File: config.mk
export PLATFORM = sky130hd
export DESIGN_NAME = tdmtx_top
export DESIGN_NICKNAME = d
export VERILOG_FILES = /design/src/rtl/tdmtx_pkg.sv /design/src/rtl/tdmtx_seq.sv /design/src/rtl/tdmtx_assemble.sv /design/src/rtl/tdmtx_shift.sv /design/src/rtl/tdmtx_top.sv
export SDC_FILE = /design/constraint.sdc
export NUM_CORES = 1
export LEC_CHECK = 0
export BUFFER_PORTS_ARGS = -buffer_cell sky130_fd_sc_hd__buf_4
export CAP_MARGIN = 20
export CORE_UTILIZATION = 50
export CTS_BUF_LIST = sky130_fd_sc_hd__clkbuf_16
export DETAILED_ROUTE_END_ITERATION = 10
export GPL_TIMING_DRIVEN = 1
export PLACE_DENSITY = 0.73
export SYNTH_ARGS = -nofsm -noshare
export SYNTH_HDL_FRONTEND = slang
export SYNTH_SLANG_ARGS = --single-unit
File: constraint.sdc
create_clock -name clk -period 3.33 [get_ports clk]
set_input_delay 0.333 -clock clk [delete_from_list [all_inputs] [get_ports clk]]
set_output_delay 0.333 -clock clk [all_outputs]
set_load 0.01 [all_outputs]
File: src/rtl/tdmtx_pkg.sv
package tdmtx_pkg;

    // Frame sequencer states.
    typedef enum logic [1:0] {
        ST_PARK = 2'd0,   // idle: reset or halted, outputs low
        ST_TAG  = 2'd1,   // tag slot on the wire, sync high
        ST_DATA = 2'd2    // data slots on the wire
    } seq_state_t;

endpackage

File: src/rtl/tdmtx_seq.sv
module tdmtx_seq
    import tdmtx_pkg::*;
#(
    parameter int TAG_W     = 16,
    parameter int FRAME_LEN = 256
) (
    input  logic clk,
    input  logic rst_n,
    input  logic halt,
    output logic sync,
    output logic start,
    output logic stop,
    output logic run
);
    localparam int CW = $clog2(FRAME_LEN);
    localparam logic [CW-1:0] LAST_BIT = CW'(FRAME_LEN - 1);
    localparam logic [CW-1:0] TAG_END  = CW'(TAG_W - 1);

    seq_state_t state, nxt;
    logic [CW-1:0] cnt, cnt_nxt;

    // State register and bit counter.
    always_ff @(posedge clk or negedge rst_n) begin
        if (!rst_n) begin
            state <= ST_PARK;
            cnt   <= '0;
        end else begin
            state <= nxt;
            cnt   <= cnt_nxt;
        end
    end

    // Next-state logic and the start/stop strobes.
    always_comb begin
        nxt     = state;
        cnt_nxt = cnt;
        start   = 1'b0;
        stop    = 1'b0;
        unique case (state)
            ST_PARK: begin
                if (!halt) begin              // start
                    nxt     = ST_TAG;
                    cnt_nxt = '0;
                    start   = 1'b1;
                end
            end
            ST_TAG: begin
                cnt_nxt = cnt + CW'(1);
                if (cnt == TAG_END) nxt = ST_DATA;   // tag_done
            end
            ST_DATA: begin
                if (cnt == LAST_BIT) begin
                    cnt_nxt = '0;
                    if (halt) begin           // park
                        nxt  = ST_PARK;
                        stop = 1'b1;
                    end else begin            // wrap
                        nxt   = ST_TAG;
                        start = 1'b1;
                    end
                end else begin
                    cnt_nxt = cnt + CW'(1);
                end
            end
            default: begin
                nxt     = ST_PARK;
                cnt_nxt = '0;
            end
        endcase
    end

    assign run = (state != ST_PARK);

    // Registered sync output, high while the tag slot is on the wire.
    always_ff @(posedge clk or negedge rst_n) begin
        if (!rst_n) sync <= 1'b0;
        else        sync <= (nxt == ST_TAG);
    end

endmodule

File: src/rtl/tdmtx_assemble.sv
module tdmtx_assemble #(
    parameter int TAG_W     = 16,
    parameter int SLOT_W    = 20,
    parameter int N_SLOTS   = 12,
    parameter int FRAME_LEN = TAG_W + N_SLOTS * SLOT_W
) (
    input  logic                        frame_valid,
    input  logic [N_SLOTS-1:0]          slot_valid,
    input  logic [N_SLOTS*SLOT_W-1:0]   slot_data,
    output logic [FRAME_LEN-1:0]        frame
);
    localparam int BODY_W = N_SLOTS * SLOT_W;

    logic [TAG_W-1:0]  tag;
    logic [BODY_W-1:0] body;

    // Tag word: frame flag on top, then one flag per slot, zeros below.
    always_comb begin
        tag = '0;
        tag[TAG_W-1] = frame_valid;
        for (int k = 0; k < N_SLOTS; k++) begin
            tag[TAG_W-2-k] = slot_valid[k];
        end
    end

    // Slot 1 sits right after the tag; invalid slots are zero-stuffed.
    for (genvar g = 0; g < N_SLOTS; g++) begin : g_slot
        assign body[(N_SLOTS-1-g)*SLOT_W +: SLOT_W] =
            slot_valid[g] ? slot_data[g*SLOT_W +: SLOT_W] : '0;
    end

    assign frame = {tag, body};

endmodule

File: src/rtl/tdmtx_shift.sv
module tdmtx_shift #(
    parameter int FRAME_LEN = 256
) (
    input  logic                 clk,
    input  logic                 rst_n,
    input  logic                 load,
    input  logic                 stop,
    input  logic                 run,
    input  logic [FRAME_LEN-1:0] frame,
    output logic                 sdo
);
    logic [FRAME_LEN-1:0] sh;

    // Load drives the first bit at once; later bits shift out MSB first.
    always_ff @(posedge clk or negedge rst_n) begin
        if (!rst_n) begin
            sh  <= '0;
            sdo <= 1'b0;
        end else if (load) begin
            sdo <= frame[FRAME_LEN-1];
            sh  <= {frame[FRAME_LEN-2:0], 1'b0};
        end else if (stop) begin
            sdo <= 1'b0;
        end else if (run) begin
            sdo <= sh[FRAME_LEN-1];
            sh  <= {sh[FRAME_LEN-2:0], 1'b0};
        end
    end

endmodule

File: src/rtl/tdmtx_top.sv
module tdmtx_top #(
    parameter int TAG_W   = 16,
    parameter int SLOT_W  = 20,
    parameter int N_SLOTS = 12
) (
    input  logic                       clk,
    input  logic                       rst_n,
    input  logic                       halt,
    input  logic                       frame_valid,
    input  logic [N_SLOTS-1:0]         slot_valid,
    input  logic [N_SLOTS*SLOT_W-1:0]  slot_data,
    output logic                       sync,
    output logic                       sdo,
    output logic                       frame_next
);
    localparam int FRAME_LEN = TAG_W + N_SLOTS * SLOT_W;

    logic                 start, stop, run, parked;
    logic [FRAME_LEN-1:0] frame;

    tdmtx_seq #(
        .TAG_W     (TAG_W),
        .FRAME_LEN (FRAME_LEN)
    ) u_seq (
        .clk   (clk),
        .rst_n (rst_n),
        .halt  (halt),
        .sync  (sync),
        .start (start),
        .stop  (stop),
        .run   (run)
    );

    tdmtx_assemble #(
        .TAG_W     (TAG_W),
        .SLOT_W    (SLOT_W),
        .N_SLOTS   (N_SLOTS),
        .FRAME_LEN (FRAME_LEN)
    ) u_asm (
        .frame_valid (frame_valid),
        .slot_valid  (slot_valid),
        .slot_data   (slot_data),
        .frame       (frame)
    );

    tdmtx_shift #(
        .FRAME_LEN (FRAME_LEN)
    ) u_shift (
        .clk   (clk),
        .rst_n (rst_n),
        .load  (start),
        .stop  (stop),
        .run   (run),
        .frame (frame),
        .sdo   (sdo)
    );

    assign parked     = ~run;
    assign frame_next = start;

endmodule

==> flow_metrics.py <==
metrics = {
    "run_status": {
        "status": "complete, no violations",
    },
    "worst_setup_path": {
        "cp-start-kind": "flip-flop",
        "worstPathCellList": "ha_1 > and3_1 > a31oi_4 > buf_12 > nor2_1 > buf_4",
        "path_delay_family": "buffers and inverters",
        "rrSetupSlack_ns": 0.91,
        "crit_required_ns": 3.00,
        "cp_slowest_cell": "dfrtp_1",
        "end_kind": "output pin",
        "cp_slowest_stage_delay_ns": 0.42,
        "crit_type": "reg2out",
        "critPathArrivalTime_ns": 2.50,
        "cp_num_buf_inv": 2,
        "worstPathMaxFanout": 66,
    },
    "clocking": {
        "insertion_delay_ns": 0.55,
        "hold_buffers": 1,
        "cts_buffer_depth": 3,
        "htree_num_levels": 1,
        "post_cts_buffers": 0,
        "numCtsBuffers": 30,
        "cts_tree": "done",
        "cts_sinks": 267,
        "post_cts_resized": 0,
        "cts_root_buffer": "clkbuf_16",
        "cts.clk_slew.worst_paths_ns": 0.06,
    },
    "yosys": {
        "synthTopCellsByCount": "nor2_1, dfrtp_1, a221oi_2, a221oi_1, buf_2",
        "synthCells": 1222,
        "synth_edf_count": 0,
        "synth_most_common_cell": "nor2_1",
        "synth_ff_type": "dfrtp_1",
        "synth_top_cell_area_share_pct": 51.3,
        "postSynthAreaPerCell_um2": 10.7,
        "synth.yosys.warnings": 0,
        "synth_seq_cells": 267,
        "syn-num-nets": 1484,
        "synth_area_mm2": 0.0130,
        "synth.largest_area_cell": "dfrtp_1",
        "ys_top_cells_by_area": "dfrtp_1, a221oi_2, nor2_1",
        "ys_seq_area_share_pct": 51.3,
        "synth-async-reset-ratio_pct": 100,
        "synth_cell_types": 38,
    },
    "timing": {
        "setup_violations": 0,
        "layout_min_cycle_time_ns": 2.83,
        "setup_tns_ns": 0,
        "worstMarginPinSlew_ns": 0.992,
        "clock_skew_ns": 0.0129,
        "hold_viol": 0,
        "slew_headroom_pct": 33.6,
        "rsz0062_at_grt": "no",
        "fin_hold_ws_ns": 0.0200,
        "slew_violations": 0,
        "fmax_mhz": 353,
        "fin_crit_sh_pct": 85.0,
    },
    "route": {
        "avgRoutedWirePerCell_um": 17.7,
        "drt_first_pass_iters": 5,
        "via_per_inst": 5.73,
        "vias": 10300,
        "antenna_left": 0,
        "first_iter_violations": 768,
        "drc": 0,
        "routed_wl_um": 31700,
    },
    "global_routing": {
        "gr-usage-all-layers_pct": 23.8,
        "grt_pass1_wl_um": 51900,
        "grt.overflow.total": 0,
        "antenna_found_initial": 0,
        "grt_max_degree": 142,
        "grt_pass1_vias": 10400,
    },
    "place": {
        "hpwl_um": 19800,
        "place_congestion": 0.789,
        "place_inst": 1732,
        "io_buffer_count": 258,
    },
    "cells_and_area": {
        "nets": 1697,
        "drive_above_1_share_pct": 35.7,
        "final_cells": 1788,
        "insertedDiodeCount": 0,
        "syn2layout_area_growth_pct": 24.6,
    },
    "die": {
        "die_h_um": 163,
        "fp-row-count": 58,
        "core-area_mm2": 0.0254,
        "floorplan.initialDensity_pct": 51.3,
        "die_x_um": 163,
        "io_pins": 259,
        "dieArea_mm2": 0.0267,
    },
    "min_path": {
        "hold_path_class": "in2reg",
    },
    "job": {
        "max-cap-violations": 0,
    },
    "pwr": {
        "power_per_cell_area_mw_per_mm2": 904,
        "irDropWorstVdd_mv": 0.517,
        "power.leakage_nw": 7.21,
    },
}
==> tightest hold or removal path, stage by stage <==
cell	delay, ns
buf_4	0.08
a221oi_2	0.04
nor2_1	0.07
==> registers in the layout (all words and copies together), names as in the netlist <==
name,flops
u_shift.sdo,1
u_seq.state,2
u_seq.sync,1
u_seq.cnt,8
u_shift.sh,255
==> cells in the final DEF (no fill, tap or decap), types with 4 or more instances in the layout <==
cell type | Yosys | final
nor2_1 | 480 | 480
buf_4 | 5 | 281
dfrtp_1 | 267 | 267
a221oi_2 | 168 | 168
a221oi_1 | 71 | 71
clkbuf_16 | 0 | 31
nand2_1 | 30 | 30
o21ai_0 | 24 | 24
a21oi_1 | 17 | 17
buf_12 | 0 | 10
nor2b_2 | 0 | 9
bufinv_16 | 0 | 8
clkinv_2 | 0 | 7
inv_1 | 2 | 6
ha_1 | 6 | 6
nor2b_1 | 14 | 5
nand3_1 | 4 | 4
clkinv_1 | 0 | 4
==> stage by stage <==
step / total power [W] / util (%) / instance area (µm²) / setup slack, ns
after floorplan: 0.00993 / - / 13000 / 1.38
after global placement: 0.0109 / 59.6 / 15100 / 0.999
after detailed placement: 0.0111 / 59.6 / 15100 / 0.938
after CTS: 0.0148 / 63.9 / 16200 / 0.446
after global routing: 0.0157 / 63.9 / 16200 / 0.323
final: 0.0147 / 63.9 / 16200 / 0.501
==> routing by layer <==
metal	up-vias	global-route usage, %	share of wire [%]
met5	-	0	0
met4	0	7.01	2.8
met3	59	3.86	5.0
met2	239	39.2	48
met1	5107	32.1	44
li1	4849	-	-
==> power by group <==
group | internal [W] | leakage [nW] | switching (W)
Combinational | 0.00229 | 3.47 | 0.00274
Sequential | 0.00490 | 3.19 | 0.00110
Clock | 0.00229 | 0.550 | 0.00135
Total | 0.00948 | 7.21 | 0.00519
==> path summary, 6_finish.rpt <==
path	from	end	cells past startpoint
setup / recovery	u_seq.cnt[0]	frame_next	6
hold / removal	slot_data[33]	u_shift.sh[214]	3
setup reg to reg	u_seq.cnt[0]	u_shift.sh[125]	7
hold reg to reg	u_shift.sh[242]	u_shift.sh[243]	2
max in group asynchronous	rst_n	u_shift.sh[135]	3
min in group asynchronous	rst_n	u_shift.sh[34]	2
==> logic make-up (layout without fill, tap and decap cells) <==
family	count (synthesis)	after routing	synth area share, %
and+or+nand+nor	541	541	16.2
AOI/OAI and AO/OA	289	289	26.3
DFF	267	267	51.3
buffers and inverters	115	351	5.34
adders and majority gates	6	6	0.576
xor gates and xnor gates	3	3	0.202
muxes	1	1	0.0768
==> layout make-up <==
type                            instances  area [µm²]
Clock buffer                           31         776
Clock inverter                         24         313
Fill cell                            2029        9160
Inverter                                2        7.51
Multi-Input combinational cell        840        5700
Sequential cell                       267        6680
Tap cell                              330         413
Timing Repair Buffer                  294        2350
(Power assumes the default switching activity.)
